**src/rtl/gpio_mask_pkg.sv**
```systemverilog
package gpio_mask_pkg;
  // Kind of register selected by a bus address
  typedef enum logic [1:0] {
    ACC_NONE = 2'd0,
    ACC_DATA = 2'd1,
    ACC_DIR  = 2'd2
  } acc_kind_t;
endpackage

```
**src/rtl/gpio_addr_decode.sv**
```systemverilog
module gpio_addr_decode
  import gpio_mask_pkg::*;
#(
  parameter int ADDR_W   = 11,
  parameter int PINS     = 8,
  parameter int MASK_LSB = 2,
  parameter logic [ADDR_W-1:0] DIR_OFS = 11'h400
) (
  input  logic [ADDR_W-1:0] addr,
  output acc_kind_t         kind,
  output logic [PINS-1:0]   mask
);
  localparam int MASK_MSB = MASK_LSB + PINS - 1;

  // Window: everything above the mask field is zero and the address is word aligned
  function automatic logic window_hit(input logic [ADDR_W-1:0] a);
    return (a[ADDR_W-1:MASK_MSB+1] == '0) && (a[MASK_LSB-1:0] == '0);
  endfunction

  function automatic logic [PINS-1:0] window_mask(input logic [ADDR_W-1:0] a);
    return a[MASK_MSB:MASK_LSB];
  endfunction

  always_comb begin
    mask = window_mask(addr);
    if (window_hit(addr))      kind = ACC_DATA;
    else if (addr == DIR_OFS)  kind = ACC_DIR;
    else                       kind = ACC_NONE;
  end
endmodule

```
**src/rtl/gpio_in_sync.sv**
```systemverilog
module gpio_in_sync #(
  parameter int PINS   = 8,
  parameter int STAGES = 2
) (
  input  logic            clk,
  input  logic            rst_n,
  input  logic [PINS-1:0] din,
  output logic [PINS-1:0] dout
);
  logic [PINS-1:0] stage_q [STAGES];

  always_ff @(posedge clk or negedge rst_n) begin
    if (!rst_n) stage_q[0] <= '0;
    else        stage_q[0] <= din;
  end

  for (genvar k = 1; k < STAGES; k++) begin : g_stage
    always_ff @(posedge clk or negedge rst_n) begin
      if (!rst_n) stage_q[k] <= '0;
      else        stage_q[k] <= stage_q[k-1];
    end

    // Each stage takes the previous stage's value one edge later
    assert_sync_shift_R8: assert property (@(posedge clk) disable iff (!rst_n)
      stage_q[k] == $past(stage_q[k-1]));
  end

  assign dout = stage_q[STAGES-1];
endmodule

```
**src/rtl/gpio_port_regs.sv**
```systemverilog
module gpio_port_regs #(
  parameter int PINS = 8
) (
  input  logic            clk,
  input  logic            rst_n,
  input  logic            wr_data_evt,
  input  logic            wr_dir_evt,
  input  logic [PINS-1:0] wmask,
  input  logic [PINS-1:0] wdata,
  output logic [PINS-1:0] dir_q,
  output logic [PINS-1:0] out_q
);
  // Only bits that are both selected and outputs take the new value
  function automatic logic [PINS-1:0] merge_out(
    input logic [PINS-1:0] old_v, input logic [PINS-1:0] new_v,
    input logic [PINS-1:0] sel,   input logic [PINS-1:0] dir_v);
    logic [PINS-1:0] en;
    en = sel & dir_v;
    return (old_v & ~en) | (new_v & en);
  endfunction

  always_ff @(posedge clk or negedge rst_n) begin
    if (!rst_n) begin
      dir_q <= '0;
      out_q <= '0;
    end else begin
      if (wr_dir_evt)  dir_q <= wdata;
      if (wr_data_evt) out_q <= merge_out(out_q, wdata, wmask, dir_q);
    end
  end

  assert_unmasked_hold_R3: assert property (@(posedge clk) disable iff (!rst_n)
    wr_data_evt |=> ((out_q ^ $past(out_q)) & ~$past(wmask)) == '0);

  assert_input_pin_hold_R6: assert property (@(posedge clk) disable iff (!rst_n)
    wr_data_evt |=> ((out_q ^ $past(out_q)) & ~$past(dir_q)) == '0);

  assert_idle_hold_R9: assert property (@(posedge clk) disable iff (!rst_n)
    !(wr_data_evt || wr_dir_evt) |=> ($stable(out_q) && $stable(dir_q)));
endmodule

```
**src/rtl/gpio_mask_port.sv**
```systemverilog
module gpio_mask_port
  import gpio_mask_pkg::*;
#(
  parameter int ADDR_W      = 11,
  parameter int PINS        = 8,
  parameter int SYNC_STAGES = 2
) (
  input  logic              clk,
  input  logic              rst_n,
  input  logic              wr_en,
  input  logic              rd_en,
  input  logic [ADDR_W-1:0] addr,
  input  logic [PINS-1:0]   wdata,
  output logic [PINS-1:0]   rdata,
  input  logic [PINS-1:0]   pad_in,
  output logic [PINS-1:0]   pad_out,
  output logic [PINS-1:0]   pad_oe
);
  localparam logic [ADDR_W-1:0] DIR_OFS = ADDR_W'(11'h400);

  acc_kind_t       acc_kind;
  logic [PINS-1:0] acc_mask;
  logic [PINS-1:0] dir_q, out_q, pad_sync;
  logic [PINS-1:0] pin_view;
  logic            wr_data_evt, wr_dir_evt;
  logic            rd_data_evt, rd_dir_evt, rd_none_evt;

  gpio_addr_decode #(.ADDR_W(ADDR_W), .PINS(PINS), .MASK_LSB(2), .DIR_OFS(DIR_OFS)) u_dec (
    .addr (addr),
    .kind (acc_kind),
    .mask (acc_mask)
  );

  assign wr_data_evt = wr_en && (acc_kind == ACC_DATA);
  assign wr_dir_evt  = wr_en && (acc_kind == ACC_DIR);
  assign rd_data_evt = rd_en && (acc_kind == ACC_DATA);
  assign rd_dir_evt  = rd_en && (acc_kind == ACC_DIR);
  assign rd_none_evt = rd_en && (acc_kind == ACC_NONE);

  gpio_port_regs #(.PINS(PINS)) u_regs (
    .clk         (clk),
    .rst_n       (rst_n),
    .wr_data_evt (wr_data_evt),
    .wr_dir_evt  (wr_dir_evt),
    .wmask       (acc_mask),
    .wdata       (wdata),
    .dir_q       (dir_q),
    .out_q       (out_q)
  );

  gpio_in_sync #(.PINS(PINS), .STAGES(SYNC_STAGES)) u_sync (
    .clk   (clk),
    .rst_n (rst_n),
    .din   (pad_in),
    .dout  (pad_sync)
  );

  // Output pins show the driven value, input pins show the synchronized pad
  function automatic logic [PINS-1:0] pin_levels(
    input logic [PINS-1:0] dir_v, input logic [PINS-1:0] out_v,
    input logic [PINS-1:0] in_v);
    return (dir_v & out_v) | (~dir_v & in_v);
  endfunction

  assign pin_view = pin_levels(dir_q, out_q, pad_sync);

  always_ff @(posedge clk or negedge rst_n) begin
    if (!rst_n)           rdata <= '0;
    else if (rd_data_evt) rdata <= pin_view & acc_mask;
    else if (rd_dir_evt)  rdata <= dir_q;
    else if (rd_none_evt) rdata <= '0;
  end

  assign pad_out = out_q;
  assign pad_oe  = dir_q;

  assert_read_masked_R4: assert property (@(posedge clk) disable iff (!rst_n)
    rd_data_evt |=> (rdata & ~$past(acc_mask)) == '0);

  assert_dir_to_oe_R5: assert property (@(posedge clk) disable iff (!rst_n)
    wr_dir_evt |=> pad_oe == $past(wdata));

  assert_unmapped_zero_R9: assert property (@(posedge clk) disable iff (!rst_n)
    rd_none_evt |=> rdata == '0);

  assert_rdata_hold_R4: assert property (@(posedge clk) disable iff (!rst_n)
    !rd_en |=> $stable(rdata));
endmodule

```
**config.mk**
```make
export PLATFORM = sky130hd
export DESIGN_NAME = gpio_mask_port
export DESIGN_NICKNAME = d
export VERILOG_FILES = /design/src/rtl/gpio_mask_pkg.sv /design/src/rtl/gpio_addr_decode.sv /design/src/rtl/gpio_in_sync.sv /design/src/rtl/gpio_port_regs.sv /design/src/rtl/gpio_mask_port.sv
export SDC_FILE = /design/constraint.sdc
export NUM_CORES = 1
export LEC_CHECK = 0
export ABC_AREA = 1
export BUFFER_PORTS_ARGS = -buffer_cell sky130_fd_sc_hd__buf_2
export CAP_MARGIN = 20
export CORE_MARGIN = 2
export CORE_UTILIZATION = 53
export DETAILED_ROUTE_END_ITERATION = 8
export HOLD_SLACK_MARGIN = 0.06
export MAX_ROUTING_LAYER = met4
export PLACE_DENSITY = 0.8
export SYNTH_ARGS = -nofsm -noshare
export SYNTH_HDL_FRONTEND = slang
export SYNTH_SLANG_ARGS = --single-unit
```
**constraint.sdc**
```tcl
create_clock -name clk -period 1.4 [get_ports clk]
set_clock_uncertainty 0.1 [all_clocks]
set_input_delay 0.21 -clock clk [delete_from_list [all_inputs] [get_ports clk]]
set_output_delay 0.21 -clock clk [all_outputs]
set_load 0.01 [all_outputs]
```
==> flow_results.org, run 1 <==
** Route
- Iteration-0 DRC Markers :: roughly 110
- Total detailed-routing wirelength :: roughly 3900 um
- The routed layout has around 1,500 vias.
- Once detail routing completed, the nets flagged for antenna violations numbered 0.
- For this run, design rule violations remaining after detail routing come to 0.
- Number of vias per cell after detailed routing :: a little over 5
- Pre-antenna DRT Iters :: 5
- DR WL/cell :: about 13 um

** CTS
- Clock-pin slew was measured on the worst setup and hold paths at 0.11 ns.
- The clock net in this run drives a total of 40 sinks.
- CTS tree :: yes
- Clk Tree Root Cell :: sky130_fd_sc_hd__clkbuf_4
- Once the clock tree was built, the resizer swapped 0 gates to a different size.
- Total number of H-tree levels :: 2
- Clock tree synthesis inserted a total of 5 buffers.
- Source-to-sink clock delay at the later pin of the worst-skew pair :: between 0.3 and 0.4 ns
- The longest clock path from root to sink contains 2 buffers.

** Pwr
- Net switching power :: ~0.46 mW
- Share of total power consumed by net switching :: between 20% and 30%
- Leakage power of the design :: 1.19 nW
- Max rail drop VDD :: 0.000599 V
- In this run, flip-flops and latches consume between 60% and 70% of the power.
- Portion of total power attributed to the clock network :: 27.1%
- Internal portion of total power :: between 1 and 1.5 mW
- Of the total power, combinational logic draws between 10% and 20%.
- Power spread over the standard cell area amounts to 855 mW/mm^2.

** Placement
- Cell count after placement :: about 280
- Detailed placement finished with a half-perimeter wire length of a little under 3000 um.
- Buffers placed on the I/O ports in this run total 54.
- Global placer's final weighted congestion :: approximately 0.8
- Worst setup slack before clock tree synthesis :: 0.0890 ns

** Cells and area
- Core utilization of the finished layout :: 74.7%
- Antenna diodes :: 0
- Share of final-layout standard cells stronger than drive strength 1 :: around 29%
- Once layout is complete, the cells apart from fillers number between 300 and 400.
- At the end of the flow, the number of nets in the layout was 290.
- Leading cell types in the layout, fill and taps excluded :: 54 x sky130_fd_sc_hd__buf_2, 44 x sky130_fd_sc_hd__nand2_1, 40 x sky130_fd_sc_hd__dfrtp_1
- The filler cells instantiated in the layout total ~230.
- Relative area change from synthesis to final layout :: 35.9%
- The library cell used most frequently in the layout, excluding fill and tap cells, is sky130_fd_sc_hd__buf_2.

** Worst setup path
- Combined buffer and inverter count along the critical path :: 1
- At the worst endpoint, the arrival time is 0.97 ns.
- Startpoint Class :: flop
- For this run, the slowest stage of the critical path takes 0.46 ns.
- Along the worst path, the maximum fanout reaches 6.
- The startpoint identified for the worst register-to-register timing path is u_regs.dir_q[1].
- Gate family responsible for the most delay along the worst path :: flip-flops
- List of cells traversed by the critical path :: buf_2
- STA puts the critical path data required time at ~1.1 ns.
- By startpoint and endpoint, the worst setup path is classified as flop to output port.
- Setup crit end kind :: output port
- The most critical setup path has its startpoint at u_regs.dir_q[5].
- Cell at the slowest stage of the critical path :: sky130_fd_sc_hd__dfrtp_1

** Global routing
- Via count of the first global-routing pass :: around 1,400
- Global-route wire length before repair :: about 6300 um
- The total overflow left after global routing is 0.
- Global-route usage over all layers :: 25.3%
- Entering global routing, the biggest net connects 18 pins.
- Initial antenna violation count :: 0

** STA
- For the pin with the worst max-slew slack, the measured transition is about 0.5 ns.
- The count of final max-slew check failures was 0.
- Remaining max-slew budget at the tightest pin :: approximately two thirds
- The worst path uses between 90% and 100% of the clock period.
- Setup violations remaining at the end of the flow were counted as 0.
- The worst path in the final design needs a cycle of ~1.3 ns, including I/O delays and setup.
- Setup repair after global routing left no endpoint under its margin.
- The number of hold-slack violations in the final timing report is 0.
- Setup slack of the critical path after layout :: between 0.1 and 0.15 ns
- Hold WS :: between 0.07 and 0.08 ns
- In the final timing run, aggregate negative setup slack is 0 ns.
- Maximum operating frequency :: 780 MHz

** Synthesis
- The average instance in the mapped netlist occupies 9.46 um^2.
- After technology mapping, the gate count stands at between 150 and 200.
- Fraction of the yosys area taken by sequential cells :: 60.2%
- Number of distinct library cells after synthesis :: 16
- The synthesized design contains 40 register bits.
- Total number of yosys warnings :: 0
- The number of nets in the synthesized netlist is about 210.
- Summing every instance area after synthesis gives ~0.0017 mm^2.

** Die
- Chip Height :: roughly 60 um
- Core outline area :: 0.00303 mm^2
- Effective utilization at floorplan :: 55.0%
- Die outline width :: between 60 and 70 um
- Number of top-level pins :: 55
- Overall die area :: 0.00360 mm^2
- Count of standard-cell rows :: 20

** Status
- Status :: complete, no violations

** Run
- The tool flagged a number of max-cap violations equal to 0.

** Hold path
- Start point of the worst min-delay path :: addr[8]
- Tightest Hold Check Type :: input port to flop
[worst paths after layout]
kind / endpoint / slack (ns) / cells after the start
max: pad_oe[5] / 0.12 / 1
min: rdata[6] / 0.08 / 3
max reg2reg: rdata[1] / 0.31 / 3
min reg2reg: u_sync.dout[6] / 0.26 / 0
max in group asynchronous: async pin / 0.48 / 3
min in group asynchronous: rdata[4] / 0.20 / 2
[worst min-delay path, cell delays in order]
cell                      delay, ns
sky130_fd_sc_hd__buf_2         0.12
sky130_fd_sc_hd__nand3_1       0.08
sky130_fd_sc_hd__nand3_1       0.07
[what timing repair did]
item | CTS | global route
buffers inserted | 0 | 0
hold endpoints to repair | 66 | 0
hold buffers | 19 | 0
[cells by family after synthesis]
family,after synthesis,share of synthesized area [%]
AO/OA/AOI/OAI,16,4.81
AND/OR/NAND/NOR,99,29.9
buffers and inverters,21,5.19
flip-flops,40,60.2
[per-layer routing]
layer | GRT usage (%) | vias to the layer above | wire, um
met5 | - | - | 0
met4 | 9.21 | 0 | 59
met3 | 6.71 | 9 | 301
met2 | 35.9 | 77 | 1810
met1 | 35.1 | 700 | 1670
li1 | - | 753 | -
[through the flow]
step                power, mW  cell area (um^2)
global placement         1.39              2020
global route             2.02              2260
CTS                      1.94              2260
detailed placement       1.39              2020
finish                   1.93              2260
floorplan                1.28              1660
[cells in the mapped netlist]
| cell | instances | share of area, % |
|---|---|---|
| sky130_fd_sc_hd__o21ai_1 | 8 | 2.4 |
| sky130_fd_sc_hd__nor3_4 | 1 | 0.98 |
| sky130_fd_sc_hd__inv_1 | 18 | 4.1 |
| sky130_fd_sc_hd__a21oi_1 | 1 | 0.30 |
| sky130_fd_sc_hd__nor3_2 | 1 | 0.60 |
| sky130_fd_sc_hd__nand4_1 | 16 | 6.0 |
| sky130_fd_sc_hd__nor2_2 | 3 | 1.1 |
| sky130_fd_sc_hd__nand3_1 | 24 | 7.2 |
| sky130_fd_sc_hd__inv_2 | 1 | 0.23 |
| sky130_fd_sc_hd__nor2_4 | 2 | 1.4 |
| sky130_fd_sc_hd__nand3_4 | 1 | 1.1 |
| sky130_fd_sc_hd__buf_4 | 2 | 0.90 |
| sky130_fd_sc_hd__o21ai_0 | 7 | 2.1 |
| sky130_fd_sc_hd__nand2_1 | 44 | 9.9 |
| sky130_fd_sc_hd__nor2_1 | 7 | 1.6 |
| sky130_fd_sc_hd__dfrtp_1 | 40 | 60 |
[power by group through the flow]
stage | Clock [mW] | Combinational [mW] | Sequential (mW)
finish | 0.524 | 0.210 | 1.20
detailed placement | 0 | 0.171 | 1.22
floorplan | 0 | 0.0558 | 1.22
CTS | 0.535 | 0.211 | 1.20
global placement | 0 | 0.168 | 1.22
global route | 0.584 | 0.233 | 1.20
[area by class of cell]
| cell class | count | area [um^2] | share of cell area (%) |
|---|---|---|---|
| tap | 44 | 55.1 | 2.43 |
| timing repair buffer | 78 | 510 | 22.6 |
| clock inverter | 1 | 5.00 | 0.221 |
| clock buffer | 6 | 41.3 | 1.83 |
| multi-input combinational | 115 | 577 | 25.5 |
| sequential | 40 | 1000 | 44.3 |
| inverter | 19 | 71.3 | 3.15 |
(Power assumes the default switching activity.)
==> inputs of run 2 (changes only) <==
--- a/config.mk
+++ b/config.mk
@@ -7,13 +7,14 @@
 export LEC_CHECK = 0
 export ABC_AREA = 1
 export BUFFER_PORTS_ARGS = -buffer_cell sky130_fd_sc_hd__buf_2
-export CAP_MARGIN = 20
+export CAP_MARGIN = 10
 export CORE_MARGIN = 2
-export CORE_UTILIZATION = 53
+export CORE_UTILIZATION = 49
 export DETAILED_ROUTE_END_ITERATION = 8
 export HOLD_SLACK_MARGIN = 0.06
 export MAX_ROUTING_LAYER = met4
-export PLACE_DENSITY = 0.8
+export PLACE_DENSITY = 0.75
+export REMOVE_ABC_BUFFERS = 1
 export SYNTH_ARGS = -nofsm -noshare
 export SYNTH_HDL_FRONTEND = slang
 export SYNTH_SLANG_ARGS = --single-unit
==> constraint.sdc (replaced) <==
create_clock -name clk -period 1.2 [get_ports clk]
set_clock_uncertainty 0.1 [all_clocks]
set_input_delay 0.18 -clock clk [delete_from_list [all_inputs] [get_ports clk]]
set_output_delay 0.18 -clock clk [all_outputs]
set_load 0.01 [all_outputs]
==> run 2 against run 1 <==
  * Total power is 24% higher
  * Global-route usage rose by 1.1 points
  * Die area is 7.6% higher
  * Wire length is 17% higher
  * Sequential share of layout area decreased by 4.6 points
==> flow_results.org, run 2 (same netlist as run 1, synthesis figures left out) <==
** Status
- Status :: complete, no violations

** Global routing
- Global-route wire length before repair :: 7670 um
- Global-route usage over all layers :: between 20% and 30%
- Summed over all layers, the global routing overflow is 0.
- The initial antenna violation count came to 0.
- Via count of the first global-routing pass :: about 1,600
- Largest net degree at the start of global routing :: slightly above 40

** CTS
- Deepest clock path buffer count :: 2
- Source-to-sink clock delay at the later pin of the worst-skew pair :: between 0.3 and 0.4 ns
- Clk pin slew, worst setup/hold paths :: around 0.12 ns
- CTS tree :: yes
- Num CTS Buffers :: 5
- In this run the number of H-tree levels came out at 2.
- Number of clock sinks :: 40
- The cell sitting at the root of the clock tree is a sky130_fd_sc_hd__clkbuf_4.

** Cells and area
- Leaving out fill and tap cells, the most frequent cell in the layout is sky130_fd_sc_hd__buf_2.
- The repair_antennas step left the layout with diodes totalling 0.
- Share of final-layout standard cells stronger than drive strength 1 :: 34.1%
- Counting the fill cells in the layout gives about 250.
- Relative area change from synthesis to final layout :: 51.8%
- Leading cell types in the layout, fill and taps excluded :: 54 x sky130_fd_sc_hd__buf_2, 44 x sky130_fd_sc_hd__nand2_1, 40 x sky130_fd_sc_hd__dfrtp_1
- For this run, the post-layout net count is between 300 and 400.

** Worst setup path
- Source of the worst register-to-register timing path :: u_regs.dir_q[0]
- STA puts the critical path data required time at 0.92 ns.
- Kind of critical path :: flop to output port
- Maximum fanout along the worst path :: 3
- STA puts the critical path data arrival time at ~0.92 ns.
- On the critical path, the stage with the largest delay is an instance of sky130_fd_sc_hd__dfrtp_1.
- List of cells traversed by the critical path :: buf_2
- The number of buffers and inverters on the critical path is 1.
- Worst stage delay on the critical path :: 0.42 ns
- The kind of cell with the highest combined delay along the critical path is flip-flops.
- Setup crit end kind :: output port
- The worst setup path is launched from a flop.

** Route
- DR WL/cell :: 13.4 um
- The first routing iteration left approximately 150 violations.
- In this run the remaining antenna-violating nets after routing total 0.
- After detailed routing, the number of remaining DRC violations is 0.
- Total detailed-routing wirelength :: 4500 um
- The routed layout has 1,671 vias.
- Pre-antenna DRT Iters :: 4
- Using the TritonRoute via totals, the vias-per-cell ratio works out to 4.97.

** Placement
- Buffers added on ports :: 54
- Placed wire-length estimate after detailed placement :: roughly 2700 um
- Routability-driven placement finished with a final weighted congestion of around 0.82.

** Die
- The die is just over 60 um wide.
- The die covers 0.00388 mm^2.
- The region available for standard cell placement spans ~0.0033 mm^2.
- Chip Height :: roughly 62 um
- Row generation in the floorplan step produced 21 rows.
- The initial utilization of the core area, before any placement, comes to 50.3%.
- In this run the count of I/O pins placed on the die edge is 55.

** Run
- Max-cap violations :: 0

** STA
- Number of hold violations in the final report :: 0
- Maximum operating frequency :: about 840 MHz
- Worst-margin pin slew :: roughly 0.23 ns
- Period utilisation layout :: 99.6%
- The smallest clock period supported by the final layout is computed as between 1 and 1.5 ns.
- Number of setup violations in the final report :: 0
- Setup tns final :: 0 ns
- RSZ-0062 raised after global routing :: true
- The count of final max-slew check failures is 0.
- The worst pin sits at a relative slew slack of between 80 and 90%.

** Hold path
- Start point of the worst min-delay path :: rd_en
- The min-delay analysis places its worst path in the category input port to flop.

** Pwr
- Sequential cell fraction of total power :: 58.4%
- Power per Cell Area :: 945 mW/mm^2
- Of the total power, the clock network draws 29.4%.
- VDD sags by at most between 0.0008 and 0.0009 V.
- Share of total power consumed by net switching :: 23.8%
- Internal portion of total power :: roughly 1.8 mW
- Final total power :: roughly 2.4 mW
- Net switching power :: approximately 0.57 mW
- Combinational group share of total power :: 12.2%
- Leakage power of the design :: 1.36 nW
[run 2: cell types whose count changed in the layout (fill, tap and decap cells not counted), sizes merged]
| cell | before | now |
|---|---|---|
| clkinv | 1 | 0 |
| buf | 59 | 84 |
| dlygate4sd3 | 19 | 24 |
| clkbuf | 6 | 8 |
[run 2: cell type report]
| cell class | instances | area (um^2) | share of cell area [%] |
|---|---|---|---|
| Sequential cell | 40 | 1000 | 39.6 |
| Timing Repair Buffer | 108 | 761 | 30.1 |
| Multi-Input combinational cell | 115 | 577 | 22.8 |
| Inverter | 19 | 71.3 | 2.82 |
| Clock buffer | 8 | 58.8 | 2.33 |
| Tap cell | 46 | 57.6 | 2.28 |
[run 2: path summary, 6_finish.rpt]
path	end	slack (ns)	depth (start not counted)
setup / recovery	pad_out[2]	0.005	1
hold / removal	rdata[7]	0.11	3
setup reg to reg	rdata[0]	0.08	4
hold reg to reg	u_sync.dout[0]	0.24	0
max in group asynchronous	rdata[2]	0.58	3
min in group asynchronous	async pin	0.22	3
[run 2: power by group through the flow]
| stage | logic (mW) | registers (mW) | clock network (mW) |
|---|---|---|---|
| after detailed placement | 0.218 | 1.42 | 0 |
| after floorplan | 0.0534 | 1.43 | 0 |
| after CTS | 0.284 | 1.40 | 0.719 |
| after global routing | 0.322 | 1.40 | 0.785 |
| after global placement | 0.217 | 1.42 | 0 |
| final | 0.292 | 1.39 | 0.701 |
[run 2: layer usage]
| layer | routed length (um) | global-route usage (%) | share of wire [%] | vias up |
|---|---|---|---|---|
| met1 | 1850 | 33.2 | 41 | 791 |
| met2 | 2350 | 43.3 | 52 | 56 |
| met4 | 68 | 7.78 | 1.5 | 0 |
| met5 | 0 | - | 0 | - |
| met3 | 240 | 5.80 | 5.3 | 7 |
| li1 | - | - | - | 817 |
[run 2: per-stage QoR]
stage | instance area (um^2) | cells | hold slack (ns) | worst slack [ns] | utilization (%)
2_1_floorplan | 1650 | 174 | -0.216 | 0.186 | -
3_3_place_gp | 2110 | 288 | 0.0632 | -0.0435 | 63.6
3_5_place_dp | 2110 | 288 | 0.0630 | -0.0698 | 63.6
4_1_cts | 2480 | 330 | 0.0902 | -0.00817 | 74.9
5_1_grt | 2530 | 336 | 0.100 | -0.0334 | 76.3
6_report | 2530 | 336 | 0.108 | 0.00468 | 76.3
[run 2: repair_timing]
item | 4_1_cts | 5_1_grt
buffers inserted | 10 | 6
hold endpoints to repair | 70 | 0
endpoints found under the setup margin | 11 | 21
hold buffers | 24 | 0
gates resized for setup | 0 | 1
[run 2: worst min-delay path, delay by kind of cell]
family	cells	cell delay (ns)
and+or+nand+nor	2	0.17
buffers and inverters	1	0.17
==> inputs of run 3 (changes only) <==
--- a/config.mk
+++ b/config.mk
@@ -8,6 +8,7 @@
 export ABC_AREA = 1
 export BUFFER_PORTS_ARGS = -buffer_cell sky130_fd_sc_hd__buf_2
 export CAP_MARGIN = 10
+export CORE_ASPECT_RATIO = 1.25
 export CORE_MARGIN = 2
 export CORE_UTILIZATION = 49
 export DETAILED_ROUTE_END_ITERATION = 8
@@ -15,6 +16,7 @@
 export MAX_ROUTING_LAYER = met4
 export PLACE_DENSITY = 0.75
 export REMOVE_ABC_BUFFERS = 1
+export SKIP_LAST_GASP = 1
 export SYNTH_ARGS = -nofsm -noshare
 export SYNTH_HDL_FRONTEND = slang
 export SYNTH_SLANG_ARGS = --single-unit
==> run 3 against run 2 <==
  * Cell area down 7.5%
  * Sequential cell count unchanged
  * Sequential share of layout area up 3.6 points
  * Maximum frequency up 1.4%
  * Global-route usage down 4.8 points
  * Clock power up 21%
  * Critical path depth unchanged
  * First-iteration DRC count down 61%
  * Die area about the same
  * Sequential power about the same
  * Register-to-register slack about the same
  * Utilization down 3.8 points
  * Largest cell class unchanged
  * Highest routed layer unchanged
==> flow_results.org, run 3 (same netlist as run 1, synthesis figures left out) <==
** STA
- The count of final max-slew check failures came to 0.
- The worst path needs ~1.2 ns of the cycle, external delays included.
- Setup repair after global routing left no endpoint under its margin.
- For this run, the top clock speed supported by timing is between 800 and 900 MHz.
- Setup violations remaining at the end of the flow were counted as 0.
- Remaining max-slew budget at the tightest pin :: between 70% and 80%
- At the pin with the least slew margin, the transition time is 0.303 ns.
- Hold WS :: 0.0846 ns
- The number of hold-slack violations in the final timing report is 0.
- The final critical path takes up 98.2% of the cycle.

** Route
- Pre-antenna DRT Iters :: 4
- Routed via count :: between 1,500 and 2,000
- After detailed routing, the number of remaining DRC violations is 0.
- Total detailed-routing wirelength :: 3840 um
- Number of vias per cell after detailed routing :: ~5
- DR WL/cell :: around 13 um
- Iteration-0 DRC Markers :: between 50 and 60
- Once detail routing completed, the nets flagged for antenna violations numbered 0.

** Die
- For this configuration, the core starts out at a cell density of 51.6%.
- The floorplan step defined a die boundary enclosing ~0.0039 mm^2.
- During I/O placement, the number of pins put on the boundary was 55.
- Die outline width :: between 50 and 60 um
- The floorplan has 23 rows.
- The region available for standard cell placement spans around 0.0032 mm^2.
- From bottom edge to top edge, the die measures a little under 70 um.

** Worst setup path
- Setup crit end kind :: output port
- Maximum fanout along the worst path :: 6
- The critical path is of the flop to output port type.
- For this run, the slowest stage of the critical path takes between 0.4 and 0.5 ns.
- STA puts the critical path data arrival time at approximately 0.9 ns.
- Cell at the slowest stage of the critical path :: sky130_fd_sc_hd__dfrtp_2
- Counting both buffers and inverters, the worst setup path holds a total of 1.
- For the worst setup path, the data required time is just over 0.9 ns.
- Walking the worst path, the cells encountered are buf_2.
- In this design, the largest share of critical-path delay is due to flip-flops.
- Startpoint Class :: flop

** CTS
- The longest clock path from root to sink contains 2 buffers.
- The clock net in this run drives a total of 40 sinks.
- Clk pin slew, worst setup/hold paths :: around 0.080 ns
- Clock latency on the worst-skew pair, taken at its later pin, is 0.30 ns.
- CTS tree :: yes
- Total number of H-tree levels :: 2
- The number of clock buffers added by TritonCTS is 5.
- Clock tree synthesis selected as its root buffer the cell sky130_fd_sc_hd__clkbuf_8.

** Cells and area
- Antenna diodes :: 0
- Share of final-layout standard cells stronger than drive strength 1 :: 34.3%
- Most common cell after layout, fill and taps aside :: sky130_fd_sc_hd__buf_2
- Across the whole layout, storage elements account for slightly above 0.001 mm^2.
- The final layout contains roughly 300 nets.
- After the flow finishes, the layout carries non-filler instances totaling ~300.
- Number of inserted filler cells in the final layout :: 260
- Summing all non-filler instances in the final layout gives an area of about 0.0023 mm^2.
- Relative area change from synthesis to final layout :: 40.5%
- Footprint of the multi-input gates :: ~580 um^2
- Core utilization of the finished layout :: just over 70%
- Leading cell types in the layout, fill and taps excluded :: 54 x sky130_fd_sc_hd__buf_2, 44 x sky130_fd_sc_hd__nand2_1, 32 x sky130_fd_sc_hd__dfrtp_1

** Placement
- Global placer's final weighted congestion :: around 0.86
- In this run the tool buffered the top-level ports with 54 buffer cells.
- Once placement finished, the instance area stood at about 0.0021 mm^2.
- Summed over all nets, the half-perimeter wirelength after detailed placement is approximately 2800 um.
- Cell count after placement :: approximately 280

** Run
- Max-cap violations :: 0

** Global routing
- Via count of the first global-routing pass :: 1,459
- The total overflow left after global routing is 0.
- The first global-routing pass estimated 6290 um of wire.
- Global routing used 21.6% of the available tracks.
- Initial antenna violation count :: 0
- Entering global routing, the biggest net connects just over 40 pins.

** Pwr
- IR analysis of the VDD net gives a maximum drop of around 0.0011 V.
- Dividing total power by cell area gives a power density of between 1000 and 1500 mW/mm^2.
- Summed over all cells, the static leakage comes to ~1.2 nW.
- Final total power :: about 2.5 mW

** Status
- Status :: complete, no violations

** Hold path
- The worst hold path belongs to the class input port to flop.
run 3: final timing paths:
path / slack, ns / startpoint / end / cells after the start
max: 0.02 / u_regs.dir_q[6] / pad_oe[6] / 1
min: 0.08 / addr[7] / rdata[5] / 3
max reg2reg: 0.08 / u_regs.dir_q[3] / rdata[3] / 5
min reg2reg: 0.25 / u_sync.stage_q[10] / u_sync.dout[2] / 0
max in group asynchronous: 0.52 / rst_n / u_regs.dir_q[0] / 3
min in group asynchronous: 0.27 / rst_n / async pin / 3
run 3: area by class of cell:
class / instances / area share (%)
clock buffer: 5 / 2.94
clock inverter: 2 / 0.535
inverter: 19 / 3.05
multi-input combinational: 115 / 24.7
sequential: 40 / 43.3
tap: 37 / 1.98
timing repair buffer: 84 / 23.6
run 3: where the power goes:
part	leakage (nW)	internal, mW	switching [mW]
Combinational	0.677	0.119	0.129
Clock	0.0400	0.393	0.454
Sequential	0.507	1.38	0.0136
run 3: layer usage:
metal  vias to the layer above  global-route usage (%)  wire length, um
li1                        761                       -                -
met1                       701                    26.7             1720
met2                        54                    32.4             1850
met3                         7                    5.44              209
met4                         0                    11.6               66
met5                         -                       -                0
run 3: stage by stage:
stage	setup slack, ns	TNS [ns]
after CTS	0.00411	0
after global placement	-0.0120	-0.0194
final	0.0216	0
after detailed placement	-0.0482	-0.227
after floorplan	0.186	0
after global routing	0.000102	0
run 3: what timing repair did:
item | in CTS | in global routing
hold buffers | 17 | 0
endpoints found under the setup margin | 1 | 8
setup buffers | 0 | 2
resized for setup | 1 | 7
endpoints found under the hold margin | 62 | 0
pin swaps | 0 | 0
run 3: worst register-to-register path: cells and delay by family (launching register included):
kind	cells	cell delay, ns
AOI/OAI and AO/OA	1	0.09
buffers and inverters	1	0.14
DFF	1	0.44
and+or+nand+nor	3	0.23
